File: config.mk
export PLATFORM = sky130hd
export DESIGN_NAME = rs485_dir_timer
export DESIGN_NICKNAME = d
export VERILOG_FILES = /design/src/rtl/rs485_dir_pkg.sv /design/src/rtl/rs485_dir_ctrl.sv /design/src/rtl/rs485_dir_datapath.sv /design/src/rtl/rs485_dir_timer.sv
export SDC_FILE = /design/constraint.sdc
export NUM_CORES = 1
export LEC_CHECK = 0
export BUFFER_PORTS_ARGS = -buffer_cell sky130_fd_sc_hd__buf_2
export CORE_ASPECT_RATIO = 0.9
export CORE_MARGIN = 2
export CORE_UTILIZATION = 41
export DETAILED_ROUTE_END_ITERATION = 7
export PLACE_DENSITY = 0.7
export SLEW_MARGIN = 20
export SYNTH_ARGS = -nofsm -noshare
export SYNTH_HDL_FRONTEND = slang
export SYNTH_SLANG_ARGS = --single-unit
File: constraint.sdc
create_clock -name clk -period 2.05 [get_ports clk]
set_clock_uncertainty 0.2 [all_clocks]
set_input_delay 0.5125 -clock clk [delete_from_list [all_inputs] [get_ports clk]]
set_output_delay 0.5125 -clock clk [all_outputs]
set_load 0.05 [all_outputs]
File: src/rtl/rs485_dir_pkg.sv
package rs485_dir_pkg;

  typedef enum logic [1:0] {
    DIR_RECV  = 2'd0,
    DIR_DRIVE = 2'd1,
    DIR_HOLD  = 2'd2
  } dirState_t;

  // strobes from control to datapath
  typedef struct packed {
    logic startWait;  // capture settings, clear counters
    logic runWait;    // countdown active this cycle
  } dirStrobe_t;

  // last tick index of one bit period for a rate code
  function automatic logic [3:0] tickLimit(input logic [1:0] code);
    case (code)
      2'b01:   return 4'd7;
      2'b10:   return 4'd3;
      default: return 4'd15;  // 00 and reserved 11
    endcase
  endfunction

endpackage

File: src/rtl/rs485_dir_ctrl.sv
module rs485_dir_ctrl
  import rs485_dir_pkg::*;
(
  input  logic       clk,
  input  logic       rstN,
  input  logic       txBusy,
  input  logic       periodDone,
  output dirStrobe_t strobe,
  output logic       driveLine
);

  dirState_t state, stateNext;

  always_comb begin
    stateNext = state;
    strobe    = '0;
    case (state)
      DIR_RECV:  if (txBusy) stateNext = DIR_DRIVE;
      DIR_DRIVE: if (!txBusy) begin
        stateNext        = DIR_HOLD;
        strobe.startWait = 1'b1;
      end
      DIR_HOLD: begin
        if (txBusy) begin
          stateNext = DIR_DRIVE;
        end else begin
          strobe.runWait = 1'b1;
          if (periodDone) stateNext = DIR_RECV;
        end
      end
      default: stateNext = DIR_RECV;
    endcase
  end

  always_ff @(posedge clk or negedge rstN) begin
    if (!rstN) state <= DIR_RECV;
    else       state <= stateNext;
  end

  assign driveLine = (state != DIR_RECV);

endmodule

File: src/rtl/rs485_dir_datapath.sv
module rs485_dir_datapath
  import rs485_dir_pkg::*;
#(
  parameter int DELAY_W = 8,
  parameter int TICK_W  = 4
) (
  input  logic               clk,
  input  logic               rstN,
  input  logic               baudTick,
  input  logic [1:0]         sampleSel,
  input  logic [DELAY_W-1:0] delayBits,
  input  dirStrobe_t         strobe,
  output logic               periodDone
);

  localparam logic [DELAY_W-1:0] ONE_BIT = DELAY_W'(1);

  logic [TICK_W-1:0]  tickCnt;
  logic [TICK_W-1:0]  tickTop;
  logic [DELAY_W-1:0] bitsLeft;
  logic               bitEdge;

  assign bitEdge    = strobe.runWait && baudTick && (tickCnt == tickTop);
  assign periodDone = bitEdge && (bitsLeft == ONE_BIT);

  always_ff @(posedge clk or negedge rstN) begin
    if (!rstN) begin
      tickCnt  <= '0;
      tickTop  <= '0;
      bitsLeft <= '0;
    end else if (strobe.startWait) begin
      tickCnt  <= '0;
      tickTop  <= TICK_W'(tickLimit(sampleSel));
      bitsLeft <= (delayBits == '0) ? ONE_BIT : delayBits;
    end else if (strobe.runWait && baudTick) begin
      if (bitEdge) begin
        tickCnt  <= '0;
        bitsLeft <= bitsLeft - ONE_BIT;
      end else begin
        tickCnt <= tickCnt + TICK_W'(1);
      end
    end
  end

endmodule

File: src/rtl/rs485_dir_timer.sv
module rs485_dir_timer
  import rs485_dir_pkg::*;
#(
  parameter int DELAY_W = 8,
  parameter int TICK_W  = 4
) (
  input  logic               clk,
  input  logic               rstN,
  input  logic               baudTick,
  input  logic               txBusy,
  input  logic [1:0]         sampleSel,
  input  logic [DELAY_W-1:0] delayBits,
  input  logic               useDtr,
  output logic               rtsOut,
  output logic               dtrOut
);

  dirStrobe_t strobe;
  logic       periodDone;
  logic       driveLine;

  rs485_dir_ctrl u_ctrl (
    .clk       (clk),
    .rstN      (rstN),
    .txBusy    (txBusy),
    .periodDone(periodDone),
    .strobe    (strobe),
    .driveLine (driveLine)
  );

  rs485_dir_datapath #(
    .DELAY_W(DELAY_W),
    .TICK_W (TICK_W)
  ) u_dp (
    .clk       (clk),
    .rstN      (rstN),
    .baudTick  (baudTick),
    .sampleSel (sampleSel),
    .delayBits (delayBits),
    .strobe    (strobe),
    .periodDone(periodDone)
  );

  // unselected pin parks high
  assign rtsOut = useDtr ? 1'b1 : driveLine;
  assign dtrOut = useDtr ? driveLine : 1'b1;

endmodule

---- After elaboration in Yosys (flattened, before gate mapping) ----
Index checks and enable logic that the tools add are counted.
operators by class
  add/sub/neg operators ................... 2
  equality and inequality tests ........... 9
  muxes and demuxes ....................... 18
  reduce and logical (&&, ||, !) cells .... 10
operators by type and width
  kind                                                                count
  8-bit 2-to-1 mux                                                    4
  4-bit 2-to-1 mux                                                    3
  8-bit by 1-bit == test with 1-bit output, second input constant     1
  8-bit zero test                                                     1
  2-bit 2-to-1 mux                                                    4
  4-bit one-hot mux with 2 select lines                               1
  8-bit by 1-bit subtractor with 8-bit output, second input constant  1
  2-bit one-hot mux with 3 select lines                               1
  2-bit nonzero test                                                  3
  1-bit 2-to-1 mux                                                    5
  4-bit by 1-bit adder with 4-bit output, second input constant       1
  2-bit by 1-bit == test with 1-bit output, second input constant     2
  2-bit == test, second input constant                                2
  4-bit == test                                                       1
  2-bit != test, second input constant                                2
  1-bit logical AND                                                   3
  3-bit != test, second input constant                                1
  3-bit AND reduction                                                 1
  2-bit zero test                                                     1
  2-bit AND reduction                                                 1
storage, ports and cells
  register bits after elaboration ......... 18
  bits of input ports ..................... 15
  output and inout port bits .............. 2
  word-level logic and storage cells ...... 43

---- Logic depth before layout (Yosys ltp) ----
  depth after elaboration ................. 8
  gate-level depth with buffers ........... 8
  depth with buffers taken out ............ 6

---- Hierarchy ----
From an unflattened synthesis, not the netlist that was laid out.
unflattened totals
  cells, all modules ...................... 109
  area, all modules ....................... 1,009.7 µm²
modules (own cells, without submodules)
  module              instances  cells each  area an instance (µm²)  seq. area each (µm²)
  rs485_dir_datapath  1          98          897.1                   375.4
  rs485_dir_ctrl      1          9           100.1                   50.0
  rs485_dir_timer     1          2           12.5                    0.0

---- Least setup slack after synthesis ----
No wires, ideal clock.
  path type ............................... in2reg
  from .................................... in baudTick
  to ...................................... reg u_dp.bitsLeft[5]
  setup time .............................. 0.127 ns
  arrival ................................. 1.784 ns
  required time ........................... 1.723 ns
  setup slack ............................. -0.061 ns
  cell stages on the path ................. 8
  path buffers ............................ 3
  path through ............................ nor4bb_1 > buf_2 > nand3_2 > or2_1 > buf_2 > buf_6 > o32ai_2 > a21oi_1
between the ends
  cells in the longest elaborated chain, start to end .. 4
  elaborated cells on any way between the ends .. 5
  classes of those cells .................. reduce/logical (5)
RTL lines
  item                               line                                                source
  from (decl)                        rs485_dir_timer.sv:9                                input logic baudTick,
  1-bit logical AND (*)              rs485_dir_datapath.sv:23, rs485_dir_datapath.sv:35
  1-bit logical AND                  rs485_dir_datapath.sv:23                            assign bitEdge = strobe.runWait && baudTick && (tickCnt == tickTop);
  2-bit nonzero test (no line)       --
  2-bit AND reduction (no line) (*)  --
  to (signal assigned)               rs485_dir_datapath.sv:34                            bitsLeft <= (delayBits == '0) ? ONE_BIT : delayBits;
  to (signal assigned)               rs485_dir_datapath.sv:38                            bitsLeft <= bitsLeft - ONE_BIT;
  to (decl)                          rs485_dir_datapath.sv:20                            logic [DELAY_W-1:0] bitsLeft;
Every way passes the cells marked *; elsewhere a longest branch is shown, timed or not.
A chain may end at the register's enable or synchronous reset.

---- Worst setup path after layout ----
  from .................................... reg u_ctrl.state[1]
  to ...................................... out rtsOut
between the ends
  cells in the longest elaborated chain, start to end .. 2
RTL lines
  item                    line                   source
  from (decl)             rs485_dir_ctrl.sv:12   dirState_t state, stateNext;
  from (signal assigned)  rs485_dir_ctrl.sv:37   else state <= stateNext;
  2-bit nonzero test      rs485_dir_ctrl.sv:40   assign driveLine = (state != DIR_RECV);
  1-bit 2-to-1 mux        rs485_dir_timer.sv:45  assign rtsOut = useDtr ? 1'b1 : driveLine;
  to (decl)               rs485_dir_timer.sv:14  output logic rtsOut,
No other way between the ends.

==> out/results.ini <==
[cells_and_area]
fin_util_pct=61.0
instances_no_fill=172
drive_gt1_share_pct=35.9
fin_nets=165
syn2layout_area_growth_pct=38.4
multi_input_area_um2=572
nFillCells=203
seq_area_um2=425
num_antenna_cells=0

[synth]
synth-edff-count=0
synthSimpleGateAreaFrac_pct=25.2
synth_compound_gate_area_share_pct=17.9
synth-main-ff-cell=dfrtp_1
synth_top_area_share_pct=43.4
synthCells=106
synth_fa_ha_area_share_pct=5.11
yosys-mux-area-fraction_pct=0
syn_area_per_cell_um2=9.24
ys_warn_count=0
synth_top_area_cell=dfrtp_1
synth_top_family_by_area=simple AND/OR/NAND/NOR gates
synthXorXnorAreaFrac_pct=3.58
yosys.cell_count.top_type=dfrtp_1
synth_area_leaders=dfrtp_1 43%, ha_1 5.1%, o21ai_0 5.1%
synth_common_cells=17 x dfrtp_1, 13 x nand2_1, 10 x o21ai_0
syn_area_um2=980
ys_async_sr_fraction_pct=100
ys_seq_area_share_pct=43.4
synth_nets=125
synth_seq_cells=17
synth_cell_types=36

[hold_path]
min_path_type=in2reg
whs_endpoint=u_dp.bitsLeft[6]
worstHoldStart=delayBits[6]
hold_depth=3

[drt]
drtAntennaViolNets=0
dr.pass1.iters=4
drt_iter0_markers=23
vias_per_cell=5.63
routedWlPerCell_um=14.6
num_vias=968
drc=0
finalWirelength_um=2510

[grt]
grt_usage_pct=18.7
grt_start_max_net_pins=18
antenna_found_initial=0
grt_pass1_vias=918
grt_first_pass_wirelength_um=3990
grt-ovfl-total=0

[clock_network]
cts_buffers=3
cts_tree=built
clock-root-buffer=clkbuf_4
clk_latency_ns=0.29
clk_pin_slew_ns=0.10
clk_path_buf_depth=2
cts.sinks=17
htreeDepth=1

[worst_setup_path]
path_class=reg2out
r2r-start=u_ctrl.state[1]
path_cells=buf_6 > or3_4 > buf_8
end_kind=primary output
slowest_stage=dfrtp_1
start_kind=register
cpPeakStageDelay_ns=0.42
crit_arrival_ns=1.36
critPathMaxFanout=3
required_ns=1.34
worstRegToRegCells=7
reg2reg_slack_ns=0.03
timing.rr.end=u_dp.bitsLeft[5]

[timing]
whs_ns=0.245
fmax_mhz=483
layout_setup_ws_ns=-0.0200
setup_violations=1
worst_pin_slew_ns=0.394
period_share_pct=101
rsz0062_at_grt=true
final-hold-violation-count=0
drv_slew=0
slew_headroom_pct=73.7
finalCriticalPeriod_ns=2.07

[run]
maxCapViolations=0

[placement]
place_ws_ns=-0.224
numPortBuffers=16
hpwlAfterDp_um=1750
gp_congestion=0.839
placed_cells=163

[die]
start_util_pct=44.1
fp.dieW_um=55.5
ios=17
die-area_um2=2800
placeableCoreArea_um2=2220
row_count=16
die_h_um=50.4

[pwr]
vdd_drop_max_mv=0.470
fin_total_pwr_w=0.000891
leakagePower_nw=0.618
pwr_density_cell_nw_per_um2=657

[status]
failed_checks=negative setup slack
outcome=finished with violations

[worst max path at each step]
stage                     from               end  slack, ns  cells past startpoint
2_1_floorplan           txBusy  u_dp.bitsLeft[5]      -0.02                      8
3_3_place_gp            txBusy  u_dp.bitsLeft[3]      -0.16                      8
5_1_grt        u_ctrl.state[0]  u_dp.bitsLeft[5]      -0.05                      7
6_report       u_ctrl.state[1]            rtsOut      -0.02                      3
3_5_place_dp            txBusy   u_ctrl.state[1]      -0.22                      7
4_1_cts        u_ctrl.state[0]            rtsOut      -0.01                      3
[cells in the final DEF, fill, tap and decap left out, types with 3 or more instances in the layout]
master,instances
dfrtp_1,17
nor3_1,4
buf_6,3
inv_1,6
clkbuf_4,3
o21ai_1,6
nand2_1,13
nor2_1,6
ha_1,4
buf_2,15
or4_1,3
buf_4,19
o21ai_0,5
[flip-flops by register name, summed over array words and instances (netlist names)]
signal	flops
u_dp.bitsLeft	8
u_ctrl.state	2
u_dp.tickCnt	4
u_dp.tickTop	3
[worst max-delay path, delay by kind of cell, from the launching register on]
family	cells	cell delay, ns
AND/OR/NAND/NOR	1	0.36
flip-flops	1	0.42
buffers and inverters	2	0.29
[cell type report]
class / instances / share of cell area (%)
multi-input combinational: 79 / 42.2
sequential: 17 / 31.4
timing repair buffer: 39 / 20.4
tap: 27 / 2.49
clock buffer: 4 / 1.94
inverter: 6 / 1.66
[through the flow]
step	instance area [µm²]	TNS, ns
after CTS	1250	-0.0140
after floorplan	986	-0.0162
final	1360	-0.0200
after detailed placement	1200	-1.56
after global routing	1360	-0.434
after global placement	1200	-0.999
[logic make-up (layout without fill, tap and decap cells)]
kind of cell / Yosys count / count (layout)
simple gates: 45 / 45
buf+inv: 10 / 49
compound gates: 26 / 26
xor+xnor: 4 / 4
fa+ha+maj: 4 / 4
flops: 17 / 17
[what timing repair did]
action                                  4_1_cts  5_1_grt
setup buffers                                 0        4
pin swaps                                     1        5
endpoints found under the setup margin        5        9
gates resized for setup                       4       20
hold buffers                                  1        0
hold endpoints to repair                     17        0
[layer usage]
metal	share of wire [%]	GRT usage [%]	vias up
met5	0	0	-
met4	1.8	8.54	0
met3	4.6	4.90	6
met2	49	29.0	32
met1	45	24.6	461
li1	-	-	469
[power by group]
group | switching [W] | internal (W)
Sequential | 0.0000451 | 0.000385
Combinational | 0.000145 | 0.000130
Clock | 0.000110 | 0.0000758
Power figures use the tool's default switching activity.
